### src/rtl/hrp_pkg.sv
package hrp_pkg;
  typedef enum logic {STYLE_STROBE = 1'b0, STYLE_DIRDS = 1'b1} bus_style_e;

  // True when the odd byte of a pair rides on the upper host lane.
  function automatic logic odd_on_high(input bus_style_e s, input logic swap);
    return (s == STYLE_STROBE) ? ~swap : swap;
  endfunction
endpackage

### src/rtl/hrp_ptr_regs.sv
module hrp_ptr_regs #(
  parameter int ADDR_W = 11,
  parameter int BYTE_W = 8
) (
  input  logic              clk,
  input  logic              rst_n,
  input  logic              reg_wr,
  input  logic              reg_sel,
  input  logic [BYTE_W-1:0] reg_wdata,
  input  logic              data_acc,
  input  logic              wide,
  output logic [ADDR_W-1:0] ptr_q,
  output logic              dir_q,
  output logic              prefetch_q
);
  localparam int HI_W    = ADDR_W - BYTE_W;
  localparam int DIR_BIT = BYTE_W - 1;
  localparam int AI_BIT  = BYTE_W - 2;

  logic ai_q;
  logic low_wr, high_wr, adv;

  function automatic logic [ADDR_W-1:0] next_ptr(input logic [ADDR_W-1:0] p, input logic w);
    return p + (w ? ADDR_W'(2) : ADDR_W'(1));
  endfunction

  assign low_wr  = reg_wr & ~reg_sel;
  assign high_wr = reg_wr & reg_sel;
  assign adv     = data_acc & ai_q & ~reg_wr;

  always_ff @(posedge clk) begin
    if (!rst_n) begin
      ptr_q      <= '0;
      dir_q      <= 1'b0;
      ai_q       <= 1'b0;
      prefetch_q <= 1'b0;
    end else begin
      if (high_wr) begin
        dir_q                <= reg_wdata[DIR_BIT];
        ai_q                 <= reg_wdata[AI_BIT];
        ptr_q[ADDR_W-1:BYTE_W] <= reg_wdata[HI_W-1:0];
      end
      if (low_wr) ptr_q[BYTE_W-1:0] <= reg_wdata;
      if (adv) ptr_q <= next_ptr(ptr_q, wide);
      prefetch_q <= low_wr & dir_q;
    end
  end


  ptr_hold_chk: assert property (@(posedge clk) disable iff (!rst_n)
    (!reg_wr && !(data_acc && ai_q)) |=> $stable(ptr_q));

  ptr_step_chk: assert property (@(posedge clk) disable iff (!rst_n)
    adv |=> ptr_q == next_ptr($past(ptr_q), $past(wide)));

  prefetch_src_chk: assert property (@(posedge clk) disable iff (!rst_n)
    prefetch_q |-> $past(low_wr && dir_q));

  dir_load_chk: assert property (@(posedge clk) disable iff (!rst_n)
    high_wr |=> dir_q == $past(reg_wdata[DIR_BIT]));

  wr_wins_chk: assert property (@(posedge clk) disable iff (!rst_n)
    (low_wr && data_acc) |=> ptr_q[BYTE_W-1:0] == $past(reg_wdata));
endmodule

### src/rtl/hrp_lane_steer.sv
module hrp_lane_steer #(
  parameter int BYTE_W = 8
) (
  input  hrp_pkg::bus_style_e   style,
  input  logic                  wide,
  input  logic                  swap,
  input  logic                  data_acc,
  input  logic                  dir,
  input  logic [BYTE_W-1:0]     ram_even,
  input  logic [BYTE_W-1:0]     ram_odd,
  input  logic [2*BYTE_W-1:0]   host_wdata,
  output logic [2*BYTE_W-1:0]   host_rdata,
  output logic [BYTE_W-1:0]     wr_even,
  output logic [BYTE_W-1:0]     wr_odd,
  output logic                  we_even,
  output logic                  we_odd
);
  localparam int WORD_W = 2 * BYTE_W;

  logic odd_hi, wr_acc;

  assign odd_hi = hrp_pkg::odd_on_high(style, swap);
  assign wr_acc = data_acc & ~dir;

  always_comb begin
    if (wide) begin
      host_rdata = odd_hi ? {ram_odd, ram_even} : {ram_even, ram_odd};
      wr_odd     = odd_hi ? host_wdata[WORD_W-1:BYTE_W] : host_wdata[BYTE_W-1:0];
      wr_even    = odd_hi ? host_wdata[BYTE_W-1:0] : host_wdata[WORD_W-1:BYTE_W];
    end else begin
      host_rdata = {{BYTE_W{1'b0}}, (swap ? ram_odd : ram_even)};
      wr_odd     = host_wdata[BYTE_W-1:0];
      wr_even    = host_wdata[BYTE_W-1:0];
    end
  end

  assign we_even = wr_acc & (wide | ~swap);
  assign we_odd  = wr_acc & (wide | swap);

  always_comb begin

    if (wide) wide_perm_chk: assert ((host_rdata == {ram_odd, ram_even}) ||
                                     (host_rdata == {ram_even, ram_odd}));

    if (!wide) narrow_we_chk: assert ($onehot0({we_even, we_odd}));
  end
endmodule

### src/rtl/host_ram_ptr.sv
module host_ram_ptr #(
  parameter int ADDR_W = 11,
  parameter int BYTE_W = 8
) (
  input  logic                clk,
  input  logic                rst_n,
  input  logic                reg_wr,
  input  logic                reg_sel,
  input  logic [BYTE_W-1:0]   reg_wdata,
  input  logic                data_acc,
  input  logic                wide_mode,
  input  logic                bus_style,
  input  logic [BYTE_W-1:0]   ram_even_rd,
  input  logic [BYTE_W-1:0]   ram_odd_rd,
  input  logic [2*BYTE_W-1:0] host_wdata,
  output logic [ADDR_W-1:0]   ram_addr,
  output logic                ram_read,
  output logic                prefetch,
  output logic [2*BYTE_W-1:0] host_rdata,
  output logic [BYTE_W-1:0]   ram_even_wd,
  output logic [BYTE_W-1:0]   ram_odd_wd,
  output logic                we_even,
  output logic                we_odd
);
  logic swap_bit;

  hrp_ptr_regs #(.ADDR_W(ADDR_W), .BYTE_W(BYTE_W)) u_regs (
    .clk(clk), .rst_n(rst_n), .reg_wr(reg_wr), .reg_sel(reg_sel),
    .reg_wdata(reg_wdata), .data_acc(data_acc), .wide(wide_mode),
    .ptr_q(ram_addr), .dir_q(ram_read), .prefetch_q(prefetch)
  );

  assign swap_bit = ram_addr[0];

  hrp_lane_steer #(.BYTE_W(BYTE_W)) u_lanes (
    .style(hrp_pkg::bus_style_e'(bus_style)), .wide(wide_mode), .swap(swap_bit),
    .data_acc(data_acc), .dir(ram_read), .ram_even(ram_even_rd), .ram_odd(ram_odd_rd),
    .host_wdata(host_wdata), .host_rdata(host_rdata), .wr_even(ram_even_wd),
    .wr_odd(ram_odd_wd), .we_even(we_even), .we_odd(we_odd)
  );


  reset_state_chk: assert property (@(posedge clk) $fell(rst_n) |=> (ram_addr == '0 && !ram_read));
endmodule

### config.mk
export PLATFORM = sky130hd
export DESIGN_NAME = host_ram_ptr
export DESIGN_NICKNAME = d
export VERILOG_FILES = /design/src/rtl/hrp_pkg.sv /design/src/rtl/hrp_ptr_regs.sv /design/src/rtl/hrp_lane_steer.sv /design/src/rtl/host_ram_ptr.sv
export SDC_FILE = /design/constraint.sdc
export NUM_CORES = 1
export LEC_CHECK = 0
export ABC_AREA = 1
export BUFFER_PORTS_ARGS = -buffer_cell sky130_fd_sc_hd__buf_2
export CORE_MARGIN = 3
export CORE_UTILIZATION = 32
export DETAILED_ROUTE_END_ITERATION = 16
export PLACE_DENSITY = 0.7
export SLEW_MARGIN = 30
export SYNTH_ARGS = -nofsm -noshare
export SYNTH_HDL_FRONTEND = slang
export SYNTH_SLANG_ARGS = --single-unit
### constraint.sdc
create_clock -name clk -period 2.7 [get_ports clk]
set_input_delay 0.27 -clock clk [delete_from_list [all_inputs] [get_ports clk]]
set_output_delay 0.27 -clock clk [all_outputs]
set_load 0.01 [all_outputs]
* Word level (Yosys, flattened, before mapping)
Index checks and enable logic that the tools add are counted.
** Word-level totals
- Input bits :: 47
- Word-level logic and storage cells :: 34
- Flip-flop bits (word level) :: 14
** Operators by class
- Reductions and logical operators :: 2
- Muxes and demuxes :: 12
- Bitwise gates (word level) :: 14
- Add/subtract/negate cells :: 1
** Operators by type and width (number)
- 2-to-1 mux 8 bit :: 6
- 2-to-1 mux 16 bit :: 2
- adder 11 bit :: 1
- 2-to-1 mux 11 bit :: 1
- AND 1 bit :: 8
- inverter 1 bit :: 4
- nonzero test 2 bit :: 2
- 2-to-1 mux 3 bit :: 1
- 2-to-1 mux 2 bit :: 1
- bitwise OR 1 bit :: 2
- 2-to-1 mux 1 bit :: 1

* Logic depth before layout (Yosys ltp)
Gate-level depths: netlist of run 1.
- Word-level depth :: 4
- Mapped depth :: 12
- Mapped depth without buffers :: 11

* Hierarchy
Synthesis of run 1 repeated with hierarchy kept, for this count alone.
** Second synthesis, totals
- Cells, all modules :: 275
- Area total of the unflattened synthesis :: 1682.9 um2
** Modules (own cells, without submodules)
- hrp_ptr_regs :: cells each 134, seq. area each 280.3 um2, times used 1, area an instance 905.9 um2
- hrp_lane_steer :: cells each 141, seq. area each 0.0 um2, times used 1, area an instance 777.0 um2

* Worst setup path after synthesis of run 1
Ideal clock, no wire load.
- Kind :: input to register
- From :: input port wide_mode
- To :: register u_regs.ptr_q[6]
- Stages on the path :: 12
- Arrival time :: 1.862 ns
- Library setup time :: 0.070 ns
- Path slack :: 0.768 ns
- Cells stage by stage :: buf_4 inv_1 ha_1 inv_1 fa_1 inv_1 nand2_1 nor2_1 nand2_1 o21ai_0 inv_1 a21oi_1
** Between the ends
- Cells in the longest elaborated chain, start to end :: 3
** RTL lines
- start: declaration :: line host_ram_ptr.sv:11 : input logic wide_mode,
- 2-to-1 mux 2 bit :: line hrp_ptr_regs.sv:24 : return p + (w ? ADDR_W'(2) : ADDR_W'(1));
- adder 11 bit :: line hrp_ptr_regs.sv:24
- 2-to-1 mux 11 bit :: line hrp_ptr_regs.sv:44 : if (adv) ptr_q <= next_ptr(ptr_q, wide);
- end signal: indexed assignment :: line hrp_ptr_regs.sv:41 : ptr_q[ADDR_W-1:BYTE_W] <= reg_wdata[HI_W-1:0];
- end signal: indexed assignment :: line hrp_ptr_regs.sv:43 : if (low_wr) ptr_q[BYTE_W-1:0] <= reg_wdata;
- end signal: assignment :: line hrp_ptr_regs.sv:44
- end: declaration :: line hrp_ptr_regs.sv:12 : output logic [ADDR_W-1:0] ptr_q,
Every way passes these cells.
A chain may end at the register's enable or synchronous reset.

* Final worst setup path of run 1
- From :: register u_regs.ptr_q[0]
- To :: register u_regs.ptr_q[6]
** Between the ends
- Cells in the longest elaborated chain, start to end :: 2
** RTL lines (line)
- adder 11 bit :: hrp_ptr_regs.sv:24
- 2-to-1 mux 11 bit :: hrp_ptr_regs.sv:44
Every way passes these cells.

==> results_dict.tcl, run 1 <==
set metrics [dict create \
    root_buffer "clkbuf_8" \
    grt_pass1_vias 1592 \
    syn_nets 284 \
    nFillCells 419 \
    preCtsSetupSlack_ns 0.583 \
    crit_arrival_ns 2.27 \
    finalHoldViolCount 0 \
    cpPeakStageDelay_ns 0.46 \
    multi_input_area_um2 857 \
    postCtsSetupBuffers 0 \
    final_cell_mix "93 x buf_2, 53 x nand2_1, 39 x inv_1" \
    vdd_drop_max_v 0.000246 \
    setup_ws_ns 0.613 \
    clkTransAtPathRegs_ns 0.06 \
    num_rows 22 \
    end_kind "flip-flop" \
    post-synth-top-area-cell "dfxtp_1" \
    hpwl_um 3480 \
    place.gp.congestion 0.887 \
    worstPathMaxFanout 6 \
    start_kind "flip-flop" \
    p_sw_mw 0.241 \
    final_nets 377 \
    drv_slew 0 \
    die_w_um 70.4 \
    fin_setup_tns_ns 0 \
    track_usage 0.169 \
    die_area_um2 4960 \
    vias_per_cell 4.89 \
    avgSynthCellArea_um2 5.70 \
    drive_gt1_frac 0.326 \
    synth_top_area_share 0.211 \
    postRouteAntennaNets 0 \
    clkSinkCount 14 \
    overflow 0 \
    hold_ws_ns 0.278 \
    hold_buffers 0 \
    clockBufferDepth 2 \
    io-pin-count 94 \
    netlist_top_cells_area "dfxtp_1 21%, nand2_1 15%, o21ai_0 13%" \
    synth_seq_area_share 0.211 \
    numCtsBuffers 3 \
    switching_share 0.346 \
    crit_top_cell "inv_1" \
    timing.fmax_mhz 479 \
    p_leak_nw 1.04 \
    cp_cell_sequence "ha_1 > inv_1 > fa_1 > inv_1 > nand2_1 > nor2_1 > nand2_1 > o21ai_0 > inv_1 > a21oi_1" \
    netlist_area_um2 1330 \
    final_common_cell "buf_2" \
    final_util 0.491 \
    finalCriticalPeriod_ns 2.09 \
    cts_resized 0 \
    r2r_slack_ns 0.61 \
    run_status "finished clean" \
    power_density_nw_per_um2 371 \
    insertion_delay_ns 0.25 \
    max_cap_violations 0 \
    syn_inst 233 \
    seqPwrFrac 0.335 \
    start_util 0.347 \
    tightest_slew_ns 0.435 \
    ff_latch_area_um2 280 \
    finalPower_mw 0.696 \
    fin_area_um2 1880 \
    synth_cell_type_count 24 \
    cpMaxStageDelayCell "dfxtp_1" \
    yosys_warnings 0 \
    coreArea_um2 3830 \
    skew_ns 0.00476 \
    critPathRequiredTime_ns 2.88 \
    p_int_mw 0.455 \
    h-tree-depth 1 \
    wl_per_cell_um 11.6 \
    p_comb_frac 0.374 \
    wl_um 4350 \
    grt_pass1_wl_um 7060 \
    rsz0062_at_grt "false" \
    vias 1824 \
    fin_crit_sh 0.773 \
    placed_cell_area_um2 1820 \
    antenna_found_initial 0 \
    path_delay_family "adder cells" \
    drtPass1Iterations 4 \
    setup.worst_path.class "reg -> reg" \
    port_buffers 93 \
    final_cell_count_no_fill 373 \
    cts_tree "done" \
    worst-path-buf-inv 3 \
    ys_ff_latch 14 \
    slew_headroom 0.709 \
    hp-class "in -> reg" \
    drc_errors 0 \
    area_growth_pct 41.6 \
    pwr-share-clk 0.292 \
    setup_viol 0 \
    dieHeight_um 70.4 \
    post-place-cells 369 \
    drtIter0Drc 86 \
    grt_max_degree 18 \
    antenna_cells 0 \
]
-- registers in the layout (all words and copies together), names as in the netlist --
register and count:
u_regs.ptr_q 11, u_regs.dir_q 1, u_regs.prefetch_q 1, u_regs.ai_q 1
-- power by group through the flow --
stage	combinational, mW	clock (mW)	sequential, mW
CTS	0.262	0.209	0.233
detailed placement	0.261	0	0.237
global placement	0.259	0	0.237
finish	0.260	0.203	0.233
floorplan	0.142	0	0.239
global route	0.294	0.220	0.235
-- metal layers --
metal | vias to the layer above | share of wire | GRT usage
li1 | 940 | - | -
met2 | 100 | 0.48 | 0.296
met1 | 780 | 0.39 | 0.201
met4 | 0 | 0.0044 | 0.0468
met5 | - | 0 | 0
met3 | 4 | 0.12 | 0.0446
-- worst paths after layout --
path / to / startpoint / depth (start not counted)
max: u_regs.ptr_q[6]$_SDFFE_PN0P_ / u_regs.ptr_q[0]$_SDFFE_PN0P_ / 10
min: u_regs.dir_q$_SDFFE_PN0P_ / reg_wdata[7] / 3
max reg2reg: u_regs.ptr_q[6]$_SDFFE_PN0P_ / u_regs.ptr_q[0]$_SDFFE_PN0P_ / 10
min reg2reg: u_regs.prefetch_q$_SDFF_PN0_ / u_regs.dir_q$_SDFFE_PN0P_ / 2
-- cell families after synthesis --
logic type               count (synthesis)  synth area share
buffers and inverters                   46             0.143
AND/OR/NAND/NOR                        112             0.369
adder cells (fa/ha/maj)                  4            0.0434
flip-flops                              14             0.211
AO/OA/AOI/OAI                           57             0.234
-- cell usage after synthesis (all sizes together) --
master	count
ha	3
nand3b	1
nand2	55
o22ai	1
fa	1
nor3	2
nand3	28
a31oi	2
dfxtp	14
nand4	2
nor2	23
a21oi	17
o21ai	36
inv	39
buf	5
o211ai	1
or2	1
clkbuf	2
-- area by class of cell --
| cell class | count | area share |
|---|---|---|
| Multi-Input combinational cell | 173 | 0.456 |
| Tap cell | 48 | 0.0320 |
| Inverter | 39 | 0.0779 |
| Sequential cell | 14 | 0.149 |
| Clock buffer | 4 | 0.0293 |
| Timing Repair Buffer | 95 | 0.256 |
-- worst register-to-register path, delay by kind of cell (launching register included) --
kind | cells | cell delay (ns)
buf+inv | 3 | 0.22
simple gates | 3 | 0.42
compound gates | 2 | 0.27
fa+ha+maj | 2 | 0.66
flops | 1 | 0.46
No activity file was read; power rests on OpenSTA's default activity.
==> run 2, diff against run 1 <==
ABC_AREA = 0   (was 1)
PLACE_DENSITY = 0.72   (was 0.7)
clock period = 2 ns   (was 2.7 ns; I/O delays follow)
==> run 2 against run 1 <==
Net effect: area after synthesis down 11%; highest routed layer unchanged; critical endpoint is now host_rdata[14]; core utilization grew 4.1 points; critical path type is now reg -> out; clock-buffer cell count did not move; final cell count decreased by 24%; total power increased by 37%; via count fell by 20%; sequential share of layout area up 0.40 points; clock skew hardly changed; sequential power increased by 32%; synthesized cell count decreased by 41%.
==> results_dict.tcl, run 2 <==
set metrics [dict create \
    run_status "finished clean" \
    drc_errors 0 \
    largest_reg_flops 11 \
    synth_seq_area_share 0.237 \
    dieHeight_um 66.9 \
    async_flop_share 0 \
    wl_per_cell_um 14.5 \
    track_usage 0.181 \
    grt_pass1_vias 1383 \
    slew_headroom 0.672 \
    post-synth-top-area-cell "mux2_2" \
    synth_top_family_by_area "multiplexers" \
    critPathRequiredTime_ns 1.80 \
    max_cap_violations 0 \
    place.gp.congestion 0.811 \
    nFillCells 350 \
    numCtsBuffers 3 \
    top_register "u_regs.ptr_q" \
    grt_pass1_wl_um 6330 \
    yosys_warnings 0 \
    multi_input_area_um2 882 \
    hold_buffers 0 \
    p_leak_nw 0.883 \
    synth_fa_ha_area_frac 0.0486 \
    timing.fmax_mhz 528 \
    placed_cell_area_um2 1740 \
    setup_viol 0 \
    hpwl_um 3280 \
    synth_cell_type_count 36 \
    final_common_cell "buf_2" \
    synth_compound_area_frac 0.201 \
    start_util 0.344 \
    drv_slew 0 \
    worstPathMaxFanout 15 \
    postRouteAntennaNets 0 \
    vdd_drop_max_v 0.000396 \
    vias 1454 \
    final_nets 290 \
    insertion_delay_ns 0.25 \
    final_cell_mix "93 x buf_2, 25 x mux2_2, 16 x nand2_1" \
    final_util 0.532 \
    tightest_slew_ns 0.490 \
    synth_edf_count 0 \
    antenna_cells 0 \
    ys.flop_type "dfxtp_1" \
    grt_max_degree 17 \
    fin_setup_tns_ns 0 \
    seqPwrFrac 0.322 \
    finalCriticalPeriod_ns 1.90 \
    clkTransAtPathRegs_ns 0.06 \
    finalHoldViolCount 0 \
    rsz0062_at_grt "false" \
    power_density_nw_per_um2 521 \
    coreArea_um2 3440 \
    yosys.area_share.simple 0.219 \
    end_kind "primary output" \
    ys_ff_latch 14 \
    finalPower_mw 0.955 \
    p_comb_frac 0.380 \
    fin_area_um2 1830 \
    die_area_um2 4470 \
    vias_per_cell 5.12 \
    io-pin-count 94 \
    switching_share 0.316 \
    antenna_found_initial 0 \
    drtPass1Iterations 4 \
    port_buffers 93 \
    synth_most_common_cell "mux2_2" \
    avgSynthCellArea_um2 8.59 \
    h-tree-depth 1 \
    p_sw_mw 0.301 \
    hp-class "in -> reg" \
    clockBufferDepth 2 \
    skew_ns 0.00451 \
    fin_crit_sh 0.948 \
    overflow 0 \
    clkSinkCount 14 \
    syn_nets 189 \
    setup.worst_path.class "reg -> out" \
    area_growth_pct 54.5 \
    drive_gt1_frac 0.571 \
    hold_ws_ns 0.223 \
    die_w_um 66.9 \
    p_int_mw 0.653 \
    synth_xor_xnor_area_share 0.0148 \
    pwr-share-clk 0.298 \
    drtIter0Drc 52 \
    synthMuxAreaShare 0.238 \
    num_rows 21 \
    synth_top_area_share 0.238 \
    synthTopCellsByCount "25 x mux2_2, 16 x nand2_1, 14 x dfxtp_1, 9 x a21oi_1, 9 x nand3_1" \
    netlist_top_cells_area "mux2_2 24%, dfxtp_1 24%, a22o_1 5.9%" \
    syn_inst 138 \
    root_buffer "clkbuf_8" \
    cts_tree "done" \
    netlist_area_um2 1180 \
    crit_arrival_ns 1.70 \
    wl_um 4120 \
    ff_latch_area_um2 280 \
    start_kind "flip-flop" \
]
run 2: cell types whose count changed after synthesis, moves of 3 or more:
cell / delta
a21oi_1: -6
a22o_1: +8
and3_1: +3
buf_2: +3
inv_1: -35
mux2_2: +25
nand2_1: -37
nand3_1: -19
nor2_1: -17
o211ai_1: +5
o21ai_0: -32
run 2: kinds of logic after synthesis:
kind of cell,Yosys count
XOR/XNOR,2
AO/OA/AOI/OAI,34
adder cells (fa/ha/maj),4
multiplexers,25
AND/OR/NAND/NOR,48
buffers and inverters,11
flip-flops,14
run 2: cell type report:
cell class | count | area share
clock buffers | 4 | 0.0301
well taps | 46 | 0.0314
flip-flops and latches | 14 | 0.153
repair buffers | 102 | 0.293
multi-input cells | 113 | 0.482
inverters | 5 | 0.0103
run 2: per-stage QoR:
stage	instances	setup WS, ns
after global routing	284	0.0169
final	284	0.105
after floorplan	138	0.0598
after CTS	283	0.0268
after detailed placement	279	0.0154
after global placement	279	0.0591
run 2: final timing paths:
check / cells after the start / slack [ns] / end / from
setup reg to reg: 6 / 0.14 / u_regs.ptr_q[8]$_SDFFE_PN0P_ / u_regs.ptr_q[0]$_SDFFE_PN0P_
hold reg to reg: 2 / 0.49 / u_regs.dir_q$_SDFFE_PN0P_ / u_regs.dir_q$_SDFFE_PN0P_
hold / removal: 3 / 0.22 / u_regs.ai_q$_SDFFE_PN0P_ / reg_wdata[6]
setup / recovery: 7 / 0.10 / host_rdata[14] / u_regs.ptr_q[0]$_SDFFE_PN0P_
run 2: power by group through the flow:
| stage | combinational (mW) | sequential (mW) | clock (mW) |
|---|---|---|---|
| finish | 0.362 | 0.308 | 0.285 |
| global placement | 0.347 | 0.313 | 0 |
| global route | 0.398 | 0.310 | 0.303 |
| detailed placement | 0.353 | 0.313 | 0 |
| CTS | 0.357 | 0.307 | 0.291 |
| floorplan | 0.186 | 0.317 | 0 |
run 2: critical path, cell delays in order, from the launching register on:
cell and delay (ns):
dfxtp_1 0.31, buf_4 0.14, xor2_2 0.17, and2_1 0.16, buf_6 0.15, buf_4 0.14, a22o_1 0.22, buf_2 0.14
run 2: repair_timing:
| action | 4_1_cts | 5_1_grt |
|---|---|---|
| setup endpoints to repair | 8 | 18 |
| buffers inserted | 0 | 1 |
| pin swaps | 0 | 1 |
| resized for setup | 1 | 4 |
run 2: layer usage:
layer,vias up,GRT usage,share of wire
met5,-,0,0
met4,0,0.0582,0.0090
met3,4,0.0405,0.11
met2,73,0.356,0.52
met1,657,0.185,0.36
li1,720,-,-
==> run 3, diff against run 2 <==
PLACE_DENSITY = 0.71   (was 0.72)
SYNTH_HIERARCHICAL = 1   (was unset)
==> run 3 against run 2 <==
Net effect: register-to-register slack got worse by 0.09 ns; clock-buffer cell count did not move; final cell count rose by 6.3%; die area rose by 5.2%; clock power fell by 3%; clock skew fell by 0.0024 ns; wire length fell by 5.5%; cell area rose by 4.2%; critical path depth fell by 1; setup slack got worse by 0.058 ns; core utilization fell by 1.8 points; area after synthesis rose by 5.7%; largest cell class unchanged.
==> results_dict.tcl, run 3 <==
set metrics [dict create \
    synth_top_family_by_area "simple AND/OR/NAND/NOR gates" \
    syn_inst 152 \
    synthMuxAreaShare 0.222 \
    wl_um 3890 \
    area_growth_pct 52.3 \
    setup_viol 0 \
    start_util 0.337 \
    slew_headroom 0.763 \
    critPathRequiredTime_ns 2.17 \
    skew_ns 0.00209 \
    yosys.area_share.simple 0.273 \
    finalHoldViolCount 0 \
    final_util 0.513 \
    preCtsSetupSlack_ns -0.0153 \
    tightest_slew_ns 0.355 \
    drv_slew 0 \
    h-tree-depth 1 \
    grt_max_degree 11 \
    grt_pass1_vias 1345 \
    root_buffer "clkbuf_8" \
    num_rows 22 \
    end_kind "flip-flop" \
    insertion_delay_ns 0.24 \
    drtPass1Iterations 4 \
    postRouteAntennaNets 0 \
    synth_seq_area_share 0.224 \
    numCtsBuffers 3 \
    post-synth-top-area-cell "dfxtp_1" \
    worstPathMaxFanout 2 \
    final_nets 305 \
    hp-class "in -> reg" \
    setup_ws_ns 0.0472 \
    die_area_um2 4700 \
    postCtsSetupBuffers 0 \
    ys_ff_latch 14 \
    power_density_nw_per_um2 497 \
    p_leak_nw 0.937 \
    drtIter0Drc 30 \
    port_buffers 93 \
    die_w_um 68.6 \
    wl_per_cell_um 12.9 \
    start_kind "flip-flop" \
    netlist_area_um2 1250 \
    fin_area_um2 1910 \
    antenna_found_initial 0 \
    final_cell_mix "93 x buf_2, 37 x nand2_1, 22 x mux2_2" \
    placed_cell_area_um2 1830 \
    clockBufferDepth 2 \
    synth_xor_xnor_area_share 0.0390 \
    synth_edf_count 0 \
    synthTopCellsByCount "37 x nand2_1, 22 x mux2_2, 14 x dfxtp_1, 12 x a21oi_1" \
    clkSinkCount 14 \
    synth_compound_area_frac 0.167 \
    timing.fmax_mhz 512 \
    dieHeight_um 68.6 \
    finalPower_mw 0.948 \
    vias_per_cell 5.11 \
    coreArea_um2 3720 \
    hold_ws_ns 0.218 \
    crit_arrival_ns 2.12 \
    hpwl_um 3240 \
    syn_nets 202 \
    nFillCells 368 \
    final_common_cell "buf_2" \
    vias 1542 \
    track_usage 0.158 \
    run_status "finished clean" \
    finalCriticalPeriod_ns 1.95 \
    synth_most_common_cell "nand2_1" \
    avgSynthCellArea_um2 8.24 \
    async_flop_share 0 \
    cp_cell_sequence "ha_4 > inv_2 > fa_2 > or3_4 > or4b_1 > a31oi_1" \
    synth_top_area_share 0.224 \
    max_cap_violations 0 \
    setup.worst_path.class "reg -> reg" \
    top_register "u_regs/ptr_q" \
    grt_pass1_wl_um 5750 \
    cpMaxStageDelayCell "or4b_1" \
    yosys_warnings 6 \
    synth_fa_ha_area_frac 0.0360 \
    clkTransAtPathRegs_ns 0.06 \
    drc_errors 0 \
    drive_gt1_frac 0.567 \
    antenna_cells 0 \
    rsz0062_at_grt "true" \
    cts_tree "done" \
    io-pin-count 94 \
    synth_cell_type_count 41 \
    vdd_drop_max_v 0.000320 \
    cpPeakStageDelay_ns 0.46 \
    netlist_top_cells_area "dfxtp_1 22%, mux2_2 20%, nand2_1 11%" \
    place.gp.congestion 0.879 \
    overflow 0 \
    ys.flop_type "dfxtp_1" \
    largest_reg_flops 11 \
    fin_crit_sh 0.976 \
]
[run 3: layout make-up]
class	count	area, um2	share of cell area
clock buffers	4	55.1	0.0289
multi-input cells	127	948	0.497
flip-flops and latches	14	282	0.148
inverters	7	26.3	0.0138
well taps	48	60.1	0.0315
repair buffers	102	537	0.281
[run 3: critical path, delay by kind of cell (launching register included)]
family | cells | cell delay (ns)
adder cells (fa/ha/maj) | 2 | 0.52
AO/OA/AOI/OAI | 1 | 0.16
AND/OR/NAND/NOR | 2 | 0.81
buffers and inverters | 1 | 0.04
flip-flops | 1 | 0.35
[run 3: report_power, final]
group / internal, mW / total (mW) / switching [mW] / leakage (nW)
clock: 0.174 / 0.277 / 0.103 / 0.0288
sequential: 0.293 / 0.308 / 0.0150 / 0.115
combinational: 0.182 / 0.363 / 0.181 / 0.793
[run 3: worst paths after layout]
path,start,to,slack (ns),depth (start not counted)
worst max-delay path,u_regs/ptr_q[0]$_SDFFE_PN0P_,u_regs/ptr_q[10]$_SDFFE_PN0P_,0.05,6
worst min-delay path,reg_wdata[7],u_regs/dir_q$_SDFFE_PN0P_,0.22,3
worst max register to register,u_regs/ptr_q[0]$_SDFFE_PN0P_,u_regs/ptr_q[10]$_SDFFE_PN0P_,0.05,6
worst min register to register,u_regs/dir_q$_SDFFE_PN0P_,u_regs/dir_q$_SDFFE_PN0P_,0.49,2
[run 3: cell families after synthesis]
group                      after synthesis
and+or+nand+nor                         66
buffers and inverters                   11
adders and majority gates                3
AOI/OAI and AO/OA                       31
xor gates and xnor gates                 3
muxes                                   24
DFF                                     14
[run 3: timing repair]
| item | CTS | global route |
|---|---|---|
| resized for setup | 0 | 5 |
| endpoints found under the hold margin | 0 | 0 |
| endpoints found under the setup margin | 0 | 2 |
| hold buffers | 0 | 0 |
[run 3: metal layers]
layer	GRT usage	up-vias	share of wire
met4	0.0447	0	0
li1	-	757	-
met5	0	-	0
met1	0.166	716	0.40
met3	0.0308	0	0.11
met2	0.310	69	0.49
[run 3: through the flow]
step,setup TNS (ns),instances
after floorplan,0,152
after global placement,0,298
after detailed placement,-0.0153,298
after CTS,0,302
after global routing,-0.0405,302
final,0,302
